<file path="src/rtl/swallow_divider_pkg.sv">
package swallow_divider_pkg;
  // Strobes sent from the control to the datapath
  typedef struct packed {
    logic load;   // reload both counters (reset or end of period)
    logic step;   // a prescaler group ended and the period goes on
    logic wrap;   // a prescaler group ended the whole period
  } divStrobe_t;
endpackage

</file>
<file path="src/rtl/swallow_divider_ctrl.sv">
module swallow_divider_ctrl
  import swallow_divider_pkg::*;
#(
  parameter int P = 8
) (
  input  logic       clk,
  input  logic       rst,
  input  logic       swNonZero,
  input  logic       mainOne,
  output divStrobe_t strobe
);
  localparam int PC_W = $clog2(P + 1);

  logic [PC_W-1:0] preCnt;
  logic            preEnd;

  // A group lasts P+1 cycles while the swallow count is nonzero, otherwise P
  assign preEnd = swNonZero ? (preCnt == PC_W'(P)) : (preCnt == PC_W'(P - 1));

  always_ff @(posedge clk) begin
    if (rst || preEnd) preCnt <= '0;
    else               preCnt <= preCnt + 1'b1;
  end

  always_comb begin
    strobe.wrap = !rst && preEnd && mainOne;
    strobe.step = !rst && preEnd && !mainOne;
    strobe.load = rst || strobe.wrap;
  end

  // the prescaler phase never passes the longer modulus
  a_r3_phase_bound: assert property (@(posedge clk) disable iff (rst)
    preCnt <= PC_W'(P));

  // after a group of P cycles with swallow done, phase restarts
  a_r3_short_group: assert property (@(posedge clk) disable iff (rst)
    (!swNonZero && preCnt == PC_W'(P - 1)) |=> (preCnt == '0));
endmodule

</file>
<file path="src/rtl/swallow_divider_dp.sv">
module swallow_divider_dp
  import swallow_divider_pkg::*;
#(
  parameter int P   = 8,
  parameter int M_W = 10,
  parameter int A_W = 4
) (
  input  logic           clk,
  input  logic           rst,
  input  logic [M_W-1:0] mIn,
  input  logic [A_W-1:0] aIn,
  input  divStrobe_t     strobe,
  output logic           swNonZero,
  output logic           mainOne,
  output logic           divPulse,
  output logic           cfgErr
);
  logic [M_W-1:0] mainCnt;
  logic [A_W-1:0] swCnt;
  logic [M_W-1:0] mEff;
  logic [M_W-1:0] aExt;
  logic [A_W-1:0] aEff;

  // Repair of the programmed values
  always_comb begin
    mEff = (mIn == '0) ? M_W'(1) : mIn;
    aExt = M_W'(aIn);
    aEff = (aExt > mEff) ? mEff[A_W-1:0] : aIn;
  end

  // flag of the programmed values
  assign cfgErr = (mIn == '0) || (aExt > mIn) || (int'(aIn) > P);

  assign swNonZero = (swCnt != '0);
  assign mainOne   = (mainCnt == M_W'(1));

  always_ff @(posedge clk) begin
    if (strobe.load) begin
      mainCnt <= mEff;
      swCnt   <= aEff;
    end else if (strobe.step) begin
      mainCnt <= mainCnt - 1'b1;
      if (swNonZero) swCnt <= swCnt - 1'b1;
    end
  end

  always_ff @(posedge clk) begin
    if (rst) divPulse <= 1'b0;
    else     divPulse <= strobe.wrap;
  end

  // the output pulse lasts one cycle
  a_r4_single_pulse: assert property (@(posedge clk) disable iff (rst)
    divPulse |=> !divPulse);

  // the swallow count never exceeds the main count
  a_r6_sw_le_main: assert property (@(posedge clk) disable iff (rst)
    M_W'(swCnt) <= mainCnt);

  // the main counter never reaches zero
  a_r2_main_nonzero: assert property (@(posedge clk) disable iff (rst)
    mainCnt != '0);

  // without a strobe, the counters hold
  a_r5_hold: assert property (@(posedge clk) disable iff (rst)
    (!strobe.load && !strobe.step) |=> ($stable(mainCnt) && $stable(swCnt)));

  // once the swallow count is zero it stays there until a reload
  a_r3_sw_sticky: assert property (@(posedge clk) disable iff (rst)
    (!swNonZero && !strobe.load) |=> !swNonZero);
endmodule

</file>
<file path="src/rtl/swallow_divider.sv">
module swallow_divider
  import swallow_divider_pkg::*;
#(
  parameter int P   = 8,
  parameter int M_W = 10,
  parameter int A_W = 4
) (
  input  logic           clk,
  input  logic           rst,
  input  logic [M_W-1:0] mIn,
  input  logic [A_W-1:0] aIn,
  output logic           divPulse,
  output logic           modCtl,
  output logic           cfgErr
);
  divStrobe_t strobe;
  logic       swNonZero;
  logic       mainOne;

  swallow_divider_ctrl #(.P(P)) u_ctrl (
    .clk(clk), .rst(rst), .swNonZero(swNonZero), .mainOne(mainOne), .strobe(strobe)
  );

  swallow_divider_dp #(.P(P), .M_W(M_W), .A_W(A_W)) u_dp (
    .clk(clk), .rst(rst), .mIn(mIn), .aIn(aIn), .strobe(strobe),
    .swNonZero(swNonZero), .mainOne(mainOne), .divPulse(divPulse), .cfgErr(cfgErr)
  );

  assign modCtl = swNonZero;

  // no output pulse right after a reset edge
  a_r1_reset_quiet: assert property (@(posedge clk) rst |=> !divPulse);
endmodule

</file>
<file path="config.mk">
export PLATFORM = sky130hd
export DESIGN_NAME = swallow_divider
export DESIGN_NICKNAME = d
export VERILOG_FILES = /design/src/rtl/swallow_divider_pkg.sv /design/src/rtl/swallow_divider_ctrl.sv /design/src/rtl/swallow_divider_dp.sv /design/src/rtl/swallow_divider.sv
export SDC_FILE = /design/constraint.sdc
export NUM_CORES = 1
export LEC_CHECK = 0
export BUFFER_PORTS_ARGS = -buffer_cell sky130_fd_sc_hd__buf_2
export CAP_MARGIN = 20
export CORE_MARGIN = 3
export CORE_UTILIZATION = 45
export DETAILED_ROUTE_END_ITERATION = 6
export RECOVER_POWER = 50
export SETUP_SLACK_MARGIN = 0.02
export SLEW_MARGIN = 10
export SYNTH_ARGS = -nofsm -noshare
export SYNTH_HDL_FRONTEND = slang
export SYNTH_HIERARCHICAL = 1
export SYNTH_SLANG_ARGS = --single-unit
</file>
<file path="constraint.sdc">
create_clock -name clk -period 3.3 [get_ports clk]
set_input_delay 0.825 -clock clk [delete_from_list [all_inputs] [get_ports clk]]
set_output_delay 0.825 -clock clk [all_outputs]
set_load 0.05 [all_outputs]
</file>
After elaboration in Yosys (flattened, before gate mapping):

Index checks and enable logic that the tools add are counted.

* add/sub/neg operators: 3
* magnitude comparators: 3
* equality and inequality tests: 3
* multiplexer cells: 8
* reduce and logical (&&, ||, !) cells: 14

Operators by type and width (count)
* $mux 10: 3
* $gt 4x10->1: 2
* $mux 4: 4
* $eq 10x1->1 const B: 1
* $logic_not 10->1: 1
* $sub 10x1->10 const B: 1
* $add 4x1->4 const B: 1
* $eq 4x3->1 const B: 1
* $eq 4x4->1 const B: 1
* $gt 4x4->1 const B: 1
* $logic_or 1x1->1: 4
* $reduce_bool 2->1: 2
* $reduce_bool 4->1: 1
* $sub 4x1->4 const B: 1
* $logic_and 1x1->1: 3
* $logic_not 1->1: 2
* $reduce_and 2->1: 1
* $mux 1: 1

* register bits: 19
* word-level logic and storage cells: 35

Logic depth before layout (Yosys ltp):

Gate-level depths: netlist of run 1.

* depth in word-level cells: 7
* gate-level depth with buffers: 10

Hierarchy:

Netlist of run 1, hierarchy kept.

Modules (own cells, without submodules)
* swallow_divider_dp: times used 1, cells an instance 120, area an instance 1147.4 um^2, seq. area each 440.4 um^2
* swallow_divider_ctrl: times used 1, cells an instance 21, area an instance 225.2 um^2, seq. area each 80.1 um^2

Worst setup path after synthesis of run 1:

Ideal clock, no wire load.

* path type: register to register
* start point: register u_dp.swCnt[0]
* end point: register u_dp.swCnt[0] (enable)
* setup time: 0.305 ns
* arrival time: 2.605 ns
* required time: 2.995 ns
* setup slack: 0.390 ns
* stages on the path, launching flop included: 10
* cell sequence: edfxtp_1 inv_1 ha_1 or3b_2 or2_2 o32ai_4 a21o_2 clkbuf_1 clkbuf_1 a21o_1

RTL lines
* start, declared: RTL line swallow_divider_dp.sv:19 `logic [A_W-1:0] swCnt;`
* start signal, assigned: RTL line swallow_divider_dp.sv:43 `if (swNonZero) swCnt <= swCnt - 1'b1;`

Final worst setup path of run 1:

* start point: input mIn[1]
* end point: output cfgErr

* cells in the longest elaborated chain, start to end: 3
* elaborated cells between the ends (all ways): 4
* those cells by class: 1 x order compare; 3 x reduce/logical

Ends and longest elaborated chain
* start, declared: RTL line swallow_divider.sv:10 `input logic [M_W-1:0] mIn,`
* $gt 4x10->1 / $logic_not 10->1 (equally long branches): RTL line swallow_divider_dp.sv:32 `assign cfgErr = (mIn == '0) || (aExt > mIn) || (int'(aIn) > P);`
* $logic_or 1x1->1 (*) (2 in series): RTL line swallow_divider_dp.sv:32
* end, declared: RTL line swallow_divider.sv:14 `output logic cfgErr`

Every way passes the cells marked *; elsewhere a longest branch is shown, timed or not.

==> results of run 1 <==
==> cells in the mapped netlist, types with 4 or more instances <==
| master | instances | area, um^2 |
|---|---|---|
| o21ai_0 | 11 | 55.1 |
| a21oi_1 | 8 | 40.0 |
| nor3_1 | 6 | 30.0 |
| dfxtp_1 | 5 | 100 |
| ha_1 | 13 | 163 |
| nor2_1 | 8 | 30.0 |
| mux2i_1 | 5 | 50.1 |
| nand2_1 | 14 | 52.6 |
| inv_1 | 12 | 45.0 |
| xnor2_1 | 6 | 52.6 |
| edfxtp_1 | 14 | 420 |
| xor2_1 | 4 | 35.0 |
==> final timing paths <==
kind                                       start               end  slack, ps
worst min-delay path            u_ctrl/preCnt[0]  u_ctrl/preCnt[0]        540
worst max-delay path                      mIn[1]            cfgErr        340
worst max register to register     u_dp/swCnt[0]   u_dp/mainCnt[4]        370
worst min register to register  u_ctrl/preCnt[0]  u_ctrl/preCnt[0]        540
==> final cells by class <==
class	instances	area (um^2)	area share, %
inverter	12	45.0	3.01
timing repair buffer	19	95.1	6.35
multi-input combinational	107	771	51.5
sequential	19	520	34.8
clock buffer	3	22.5	1.50
tap	31	38.8	2.59
clock inverter	1	5.00	0.334
==> through the flow <==
stage / util, % / instances / hold WS (ps)
global placement: 52.9 / 188 / 529
global route: 52.9 / 192 / 579
floorplan: - / 141 / 512
finish: 52.9 / 192 / 543
detailed placement: 52.9 / 188 / 556
CTS: 53.9 / 192 / 573
==> logic make-up (layout without fill, tap and decap cells) <==
logic type,count (synthesis),in the layout,share of synthesized area [%]
XOR/XNOR,10,10,6.38
adder cells (fa/ha/maj),13,13,11.9
multiplexers,7,7,5.56
flip-flops,19,19,37.9
buffers and inverters,15,35,4.10
AND/OR/NAND/NOR,50,50,20.7
AO/OA/AOI/OAI,27,27,13.5
==> worst max-delay path: cells and delay by family <==
| kind | cells | cell delay (ps) |
|---|---|---|
| AO/OA/AOI/OAI | 3 | 390 |
| adder cells (fa/ha/maj) | 1 | 300 |
| buffers and inverters | 3 | 420 |
| AND/OR/NAND/NOR | 2 | 190 |
==> routing by layer <==
metal | share of wire (%) | vias up | GRT usage, % | routed length (um)
li1 | - | 547 | - | -
met1 | 46 | 482 | 19.6 | 1220
met2 | 49 | 20 | 27.6 | 1300
met3 | 3.5 | 2 | 2.52 | 92
met4 | 0.53 | 0 | 6.50 | 14
met5 | 0 | - | 0 | 0
==> flip-flops by register name, summed over array words and instances (netlist names) <==
signal and count:
u_ctrl/preCnt 4, u_dp/swCnt 4, u_dp/mainCnt 10, u_dp/divPulse 1
==> power by group through the flow <==
stage / Clock (uW) / Sequential [uW] / Combinational (uW)
global route: 135 / 297 / 125
global placement: 0 / 300 / 110
CTS: 127 / 296 / 114
detailed placement: 0 / 301 / 113
finish: 121 / 295 / 109
floorplan: 0 / 296 / 79.9
==> results.md, run 1 <==
* Status: finished clean
* Detailed-routing iteration count for the pre-antenna-repair pass at 4
* Total inserted antenna cells at 0
* Max-slew headroom at the worst pin at between 50% and 60%
* Ys async rst share at 0%
* Final HPWL DP at 2.07 mm
* Number of top-level pins at 19
* Total Nets Final at 191
* Setup TNS after final layout at 0 ps
* Largest stage delay, worst path at 300 ps
* Detail-routed via count per cell at 5.47
* Growth of design area from synthesis to finish at 9.12%
* Pre-CTS setup slack at 355 ps
* Max-cap violation count at 0
* Setup slack of the critical path after layout at 342 ps
* Count of antenna-violating nets left after detailed routing at 0
* Placed inst area at 1500 um^2
* Die outline width at 61.2 um
* Vias after detailed routing at 1,051
* Power per unit of standard cell area at 350 nW/um^2
* Leading cell type in the layout, fill and taps excluded: buf_2
* Data arrival time of the worst path at 2130 ps
* Period minus WS final at 2960 ps
* Htree depth at 1
* Hold Fails Final Rpt at 0
* Count of pins over their slew limit at 0
* Critical-path cell with the highest stage delay: ha_1
* Required time of the worst setup path at between 2000 and 2500 ps
* Largest net degree at the start of global routing at 17
* Comb power frac at 20.7%
* Flip-flop cell with the highest count after synthesis: edfxtp_1
* Routed WL per cell at 13.7 um
* Switching component of the power at 153 uW
* Placeable core region at 2830 um^2
* Mean Syn Cell Area at 9.73 um^2
* Switching share of total power at 29.2%
* Overall routing resource usage at approximately 16%
* Standard-cell rows at 19
* Sequential share of the synthesized area at 37.9%
* Clk_lat worst skew at 300 ps
* Final Skew at 0.905 ps
* Maximum clock frequency at 0.338 GHz
* Seq pwr share at between 50 and 60%
* Residual DRC count at 0
* Post-Synthesis Cell Area at 1370 um^2
* Peak supply drop at 226 uV
* Clk sink count at 19
* Hold-fix buffers at CTS at 0
* GP Congestion at 0.789
* Clock tree from TritonCTS: built
* Slew at the pin closest to its max-slew limit at 661 ps
* Remaining global-route overflow at 0
* Count of warnings emitted by yosys at 6
* Fraction of final layout cells sized beyond drive strength 1 at around 20%
* Length in cells of the worst reg-to-reg path at 9
* Depth of the worst hold-timing path at 1
* Critical path capture point type: output port
* Library cells used by synthesis at 35
* Number of antenna violations at the first check in global routing at 0
* Critical path peak fanout at 6
* Deepest clock path buffer count at 2
* Crit path launch type: input port
* Number of flops mapped to enable cells by yosys at 14
* Overall power consumption at 525 uW
* Number of buffers added on ports at 18
* Number of global-route vias before repair at around 1,100
* Number of DRC markers in iteration 0 at 38
* Cts repair resizes at 0
* Type of the tightest min-delay check: reg -> reg
* Post-synth net total at 170
* Number of filler instances in the final layout at approximately 270
* Internal power consumption at 371 uW
* Cell chosen for the clock root: clkbuf_4
* RSZ-0062 raised after global routing: false
* Leakage power of the design at 0.000632 uW
* Type of the setup path with the least slack: in -> out
* Clock transition at path regs at 110 ps
* Global-route wire length before repair at 4.48 mm
* Die area at 3750 um^2
* Die extent in y at 61.2 um
* Total CTS buffers at 3
* Number of failing setup endpoints in the final timing report at 0
* Drt total wl at 2.63 mm
* Sequence of cells on the critical path: buf_2 -> inv_1 -> ha_1 -> nor2b_1 -> o21ai_0 -> a21oi_1 -> o21ai_0 -> nand2_1 -> buf_2
* Initial core utilization at 48.5%
* Proportion of power drawn by the clock network at 23.1%
* Portion of the clock cycle consumed by the worst path in the final layout at about nine tenths
* Final standard cell area without fillers at 1500 um^2
* Commonest cells after routing, fill and taps aside: buf_2, nand2_1, edfxtp_1
* Post-synthesis sequential element count at 19
* Postcts setup bufs at 0
* Synth Instances at 141
(Power assumes the default switching activity.)
==> run 2: changes to the inputs <==
--- a/config.mk
+++ b/config.mk
@@ -10,10 +10,10 @@
 export CORE_MARGIN = 3
 export CORE_UTILIZATION = 45
 export DETAILED_ROUTE_END_ITERATION = 6
+export PLACE_DENSITY = 0.65
 export RECOVER_POWER = 50
 export SETUP_SLACK_MARGIN = 0.02
 export SLEW_MARGIN = 10
 export SYNTH_ARGS = -nofsm -noshare
 export SYNTH_HDL_FRONTEND = slang
-export SYNTH_HIERARCHICAL = 1
 export SYNTH_SLANG_ARGS = --single-unit
==> run 2 against run 1 <==
Net effect: sequential share of layout area increased by 0.86 points; critical path depth stayed put; register-to-register slack better by 260 ps.
==> results.md, run 2 <==
* Final Skew at 2.42 ps (+1.52 ps)
* Top-area cell type share of the netlist area at 31.7% (+1.1 points)
* Cell types with the highest counts after synthesis: edfxtp_1, inv_1, ha_1, mux2i_1, nor2_1
* Die extent in y at 60.3 um (-1.6%)
* Max-cap violation count at 0 (unchanged)
* Number of global-route vias before repair at 978 (-7.5%)
* Registers with the most flip-flops: u_dp.mainCnt (10), u_ctrl.preCnt (4), u_dp.swCnt (4)
* Status: finished clean
* Routed met3 length at 108 um (+17%)
* Total inserted antenna cells at 0 (unchanged)
* Cell with the most instances after synthesis: edfxtp_1
* Clk sink count at 19 (unchanged)
* Type of the setup path with the least slack: in -> out
* Post-synthesis sequential element count at 19 (unchanged)
* Largest stage delay, worst path at 290 ps (about the same)
* Total CTS buffers at 3 (unchanged)
* Number of buffers added on ports at 18 (unchanged)
* Cts repair resizes at 0 (unchanged)
* Maximum clock frequency at 0.332 GHz (-1.7%)
* Leading cell type in the layout, fill and taps excluded: buf_2
* Number of failing setup endpoints in the final timing report at 0 (unchanged)
* Power per unit of standard cell area at 358 nW/um^2 (+2.2%)
* RSZ-0062 raised after global routing: false
* Number of DRC markers in iteration 0 at 28 (-26%)
* Overall routing resource usage at 14.4% (-1.5 points)
* Die area at 3630 um^2 (-3.1%)
* Post-Synthesis Cell Area at 1330 um^2 (-3.5%)
* Largest net degree at the start of global routing at 15 (-2)
* Cell chosen for the clock root: clkbuf_4
* Vias after detailed routing at 948 (-9.8%)
* Critical-path cell with the highest stage delay: ha_1
* Clk_lat worst skew at 290 ps (about the same)
* Period minus WS final at 3010 ps (+50.1 ps)
* Setup slack of the critical path after layout at 292 ps (-50.1 ps)
* Main area contributors after synthesis: edfxtp_1, ha_1, mux2i_1
* Standard-cell rows at 19 (unchanged)
* Deepest clock path buffer count at 2 (unchanged)
* Number of filler instances in the final layout at 268 (-1.1%)
* Final HPWL DP at 1.93 mm (-6.6%)
* Ys async rst share at 0% (unchanged)
* Peak supply drop at 242 uV (+7.1%)
* Number of flops mapped to enable cells by yosys at 14 (unchanged)
* Post-synth net total at 148 (-13%)
* Count of pins over their slew limit at 0 (unchanged)
* Uppermost layer routed: met4
* Sequence of cells on the critical path: buf_2 -> inv_1 -> ha_1 -> nor2b_1 -> o21ai_0 -> a21oi_1 -> a41oi_1 -> o21ai_1 -> buf_2
* Die outline width at 60.3 um (-1.6%)
* Number of top-level pins at 19 (unchanged)
* Hold-fix buffers at CTS at 0 (unchanged)
* Synth Instances at 120 (-15%)
* Flip-flop cell with the highest count after synthesis: edfxtp_1
* Length in cells of the worst reg-to-reg path at 7 (-2)
* Postcts setup bufs at 0 (unchanged)
* Count of warnings emitted by yosys at 0 (-6)
* Data arrival time of the worst path at 2180 ps (+50 ps)
* Residual DRC count at 0 (unchanged)
* Hold Fails Final Rpt at 0 (unchanged)
* Sequential share of the synthesized area at 39.3% (+1.4 points)
* Drt total wl at 2.37 mm (-10%)
* GP Congestion at 1.01 (+28%)
* Initial core utilization at 47.6% (-0.88 points)
* Total Nets Final at 173 (-9.4%)
* Library cells used by synthesis at 34 (-2.9%)
* Fraction of final layout cells sized beyond drive strength 1 at 22.9% (+3.0 points)
* Clock transition at path regs at 110 ps (about the same)
* Detail-routed via count per cell at 5.42 (-1.0%)
* Routed WL per cell at 13.5 um (-1.3%)
* Type of the tightest min-delay check: reg -> reg
* Commonest cells after routing, fill and taps aside: buf_2, edfxtp_1, inv_1
* DR WL met2 at 1.16 mm (-11%)
* Mean Syn Cell Area at 11.0 um^2 (+13%)
* Number of antenna violations at the first check in global routing at 0 (unchanged)
* Cell type with the largest total area after synthesis: edfxtp_1
* Clock tree from TritonCTS: built
* Critical path peak fanout at 4 (-2)
* Leakage power of the design at 0.000619 uW (-2.0%)
* Remaining global-route overflow at 0 (unchanged)
* Crit path launch type: input port
* Htree depth at 1 (unchanged)
* Required time of the worst setup path at 2470 ps (about the same)
* Count of antenna-violating nets left after detailed routing at 0 (unchanged)
* Internal reg-to-reg setup slack at 630 ps (+260 ps)
* Critical path capture point type: output port
* Max FFs per register at 10 (unchanged)
* Global-route wire length before repair at 3.97 mm (-11%)
* Setup TNS after final layout at 0 ps (unchanged)
* Growth of design area from synthesis to finish at 10.3%
* Max-slew headroom at the worst pin at 51.5% (-4.3 points)
* Detailed-routing iteration count for the pre-antenna-repair pass at 4 (unchanged)
* Depth of the worst hold-timing path at 1 (unchanged)
* Largest Register: u_dp.mainCnt
* Slew at the pin closest to its max-slew limit at 727 ps (+65.9 ps)
* Detailed-routing wirelength on met1 at 1.08 mm (-12%)
* Portion of the clock cycle consumed by the worst path in the final layout at 91.2% (+1.5 points)
* Placeable core region at 2780 um^2 (-1.7%)
* Most common cell on crit path: buf_2
* Pre-CTS setup slack at 102 ps (-253 ps)
## run 2: changes by cell type in the layout (fill, tap and decap cells not counted), moves of 3 or more
cell     change
mux2_2       +3
nand2_1     -11
a21o_1       -3
o21ai_0      -9
mux2_4       +3
mux2i_1      +6
a21oi_1      -5
## run 2: worst paths after layout
check,startpoint,to
worst min-delay path,u_ctrl.preCnt[0],u_ctrl.preCnt[0]
worst max-delay path,mIn[1],cfgErr
worst min register to register,u_ctrl.preCnt[0],u_ctrl.preCnt[0]
worst max register to register,u_dp.swCnt[0],u_dp.mainCnt[7]
## run 2: area by class of cell
cell class	instances	area [um^2]	area share [%]
Timing Repair Buffer	21	108	7.36
Clock inverter	1	5.00	0.342
Tap cell	31	38.8	2.65
Sequential cell	19	520	35.6
Clock buffer	3	22.5	1.54
Multi-Input combinational cell	87	718	49.1
Inverter	13	48.8	3.34
## run 2: stage by stage
step           instances  utilization, %  cell area (um^2)  hold slack (ps)  total power (uW)
2_1_floorplan        120               -              1330              429               381
3_3_place_gp         171            52.4              1460              443               410
3_5_place_dp         171            52.4              1460              451               415
4_1_cts              175            53.4              1480              477               531
5_1_grt              175            52.5              1460              494               555
6_report             175            52.5              1460              471               523
## run 2: kinds of logic (layout without fill, tap and decap cells)
logic type,after synthesis,in the layout,synth area share [%]
and+or+nand+nor,33,33,14.3
xor gates and xnor gates,11,11,7.27
adders and majority gates,12,12,11.3
buffers and inverters,14,38,5.19
muxes,18,18,15.1
DFF,19,19,39.3
AOI/OAI and AO/OA,13,13,7.56
## run 2: critical path: cells and delay by family
kind                       cells  cell delay (ps)
adders and majority gates      1              290
and+or+nand+nor                1              130
buffers and inverters          3              390
AOI/OAI and AO/OA              4              550
## run 2: metal layers
layer  global-route usage (%)  up-vias
met2                     25.9       15
met5                        0        -
met1                     17.5      445
li1                         -      486
met4                     3.80        0
met3                     2.59        2
## run 2: power breakdown
part           switching (uW)  internal (uW)
registers                14.5            280
clock network            70.7           45.0
logic                    57.8           54.9
==> run 3: changes to the inputs <==
--- a/config.mk
+++ b/config.mk
@@ -12,6 +12,7 @@
 export DETAILED_ROUTE_END_ITERATION = 6
 export PLACE_DENSITY = 0.65
 export RECOVER_POWER = 50
+export REMOVE_ABC_BUFFERS = 1
 export SETUP_SLACK_MARGIN = 0.02
 export SLEW_MARGIN = 10
 export SYNTH_ARGS = -nofsm -noshare
==> run 3 against run 2 <==
Net effect: design area about the same; total power up 0.15%; via count up 0.84%; worst setup slack better by 21 ps; critical path depth unchanged; sequential power about the same; first-iteration DRC count up 46%; die area unchanged; sequential cell count unchanged; clock skew up 2.3 ps; combinational power about the same; routed wire length up 5.8%.
==> results.md, run 3 (synthesized netlist as in run 2, its figures left out) <==
* Status: finished clean
* Type of the setup path with the least slack: in -> out
* Number of global-route vias before repair at 997 (+1.9%)
* Growth of design area from synthesis to finish at 10.2% (about the same)
* Cts repair resizes at 0 (unchanged)
* Clk_lat worst skew at 290 ps (about the same)
* Detail-routed via count per cell at 5.46 (+0.84%)
* Peak supply drop at 230 uV (-4.8%)
* Hold-fix buffers at CTS at 0 (unchanged)
* Inst Count DP at 171 (unchanged)
* Leakage power of the design at 0.000618 uW (about the same)
* Drt total wl at 2.51 mm (+5.8%)
* Routed WL per cell at 14.3 um (+5.8%)
* Total CTS buffers at 3 (unchanged)
* Period minus WS final at 2990 ps (-21.2 ps)
* Number of top-level pins at 19 (unchanged)
* Fraction of final layout cells sized beyond drive strength 1 at 22.2% (-0.69 points)
* Critical path capture point type: output port
* Registers with the most flip-flops: u_dp.mainCnt (10), u_ctrl.preCnt (4), u_dp.swCnt (4)
* Final Skew at 4.75 ps (+2.33 ps)
* Power per unit of standard cell area at 359 nW/um^2 (+0.23%)
* Die area at 3630 um^2 (unchanged)
* Overall routing resource usage at 15.5% (+1.1 points)
* Leading cell type in the layout, fill and taps excluded: buf_2
* Detailed-routing iteration count for the pre-antenna-repair pass at 4 (unchanged)
* Clock transition at path regs at 110 ps (about the same)
* Maximum clock frequency at 0.335 GHz (+0.71%)
* Largest Register: u_dp.mainCnt
* Die extent in y at 60.3 um (unchanged)
* Count of pins over their slew limit at 0 (unchanged)
* Total Nets Final at 173 (unchanged)
* Portion of the clock cycle consumed by the worst path in the final layout at 90.5% (-0.64 points)
* Total inserted antenna cells at 0 (unchanged)
* Postcts setup bufs at 0 (unchanged)
* Remaining global-route overflow at 0 (unchanged)
* Standard-cell rows at 19 (unchanged)
* RSZ-0062 raised after global routing: false
* Largest net degree at the start of global routing at 15 (unchanged)
* Number of buffers added on ports at 18 (unchanged)
* Initial core utilization at 47.6% (unchanged)
* Non-Filler Instances at 175 (unchanged)
* Crit path launch type: input port
* Clk sink count at 19 (unchanged)
* Vias after detailed routing at 956 (+0.84%)
* Residual DRC count at 0 (unchanged)
* Die outline width at 60.3 um (unchanged)
* Deepest clock path buffer count at 2 (unchanged)
* Number of DRC markers in iteration 0 at 41 (+46%)
* Htree depth at 1 (unchanged)
* Setup slack of the critical path after layout at 313 ps (+21.2 ps)
* Final HPWL DP at 1.99 mm (+3.3%)
* Hold Fails Final Rpt at 0 (unchanged)
* Cell chosen for the clock root: clkbuf_4
* Clock tree from TritonCTS: built
* Commonest cells after routing, fill and taps aside: buf_2, edfxtp_1, inv_1
* Global-route wire length before repair at 4.18 mm (+5.2%)
* Max FFs per register at 10 (unchanged)
* Required time of the worst setup path at 2470 ps (about the same)
* Max-cap violation count at 0 (unchanged)
* Count of antenna-violating nets left after detailed routing at 0 (unchanged)
* Number of antenna violations at the first check in global routing at 0 (unchanged)
* Max-slew headroom at the worst pin at 50.9% (-0.68 points)
* Placeable core region at 2780 um^2 (unchanged)
* Pre-CTS setup slack at 128 ps (+26.5 ps)
* Slew at the pin closest to its max-slew limit at 737 ps (+10.1 ps)
* Critical path peak fanout at 4 (unchanged)
* Number of failing setup endpoints in the final timing report at 0 (unchanged)
* GP Congestion at 0.871 (-14%)
* Type of the tightest min-delay check: reg -> reg
* Data arrival time of the worst path at 2160 ps (-20 ps)
-- run 3: final cells by class --
cell class / count / area (um^2)
clock buffers: 3 / 22.5
clock inverters: 1 / 5.00
well taps: 31 / 38.8
fillers: 258 / 1320
flip-flops and latches: 19 / 520
multi-input cells: 87 / 717
inverters: 13 / 48.8
repair buffers: 21 / 108
-- run 3: worst max-delay path: stages --
cell and delay, ps:
buf_2 130, inv_1 50, ha_1 290, nor2b_1 120
o21ai_0 80, a21oi_1 140, a41oi_1 50, o21ai_0 180
buf_2 290
-- run 3: path summary, 6_finish.rpt --
path | to | slack (ps) | depth (start not counted) | startpoint
setup / recovery | cfgErr | 310 | 9 | mIn[1]
hold reg to reg | u_ctrl.preCnt[0] | 490 | 1 | u_ctrl.preCnt[0]
hold / removal | u_ctrl.preCnt[0] | 490 | 1 | u_ctrl.preCnt[0]
setup reg to reg | u_dp.mainCnt[6] | 710 | 7 | u_dp.swCnt[0]
-- run 3: per-layer routing --
layer	wire length, um	global-route usage (%)	vias to the layer above	part of all wire, %
li1	-	-	485	-
met4	35	5.70	0	1.4
met1	1110	18.1	447	44
met3	95	2.81	4	3.8
met5	0	0	-	0
met2	1270	27.9	20	51
-- run 3: where the power goes --
part / switching (uW) / internal, uW / leakage, uW
clock network: 71.5 / 45.0 / 0.0000177
logic: 57.5 / 54.8 / 0.000423
registers: 14.9 / 280 / 0.000178
-- run 3: metrics by stage --
step	hold WS [ps]	setup TNS, ps	power (uW)	utilization (%)	area (um^2)
2_1_floorplan	429	-88.1	378	-	1310
3_3_place_gp	442	0	410	52.4	1460
3_5_place_dp	466	0	415	52.4	1460
4_1_cts	492	0	531	53.4	1480
5_1_grt	518	0	559	52.5	1460
6_report	486	0	524	52.5	1460
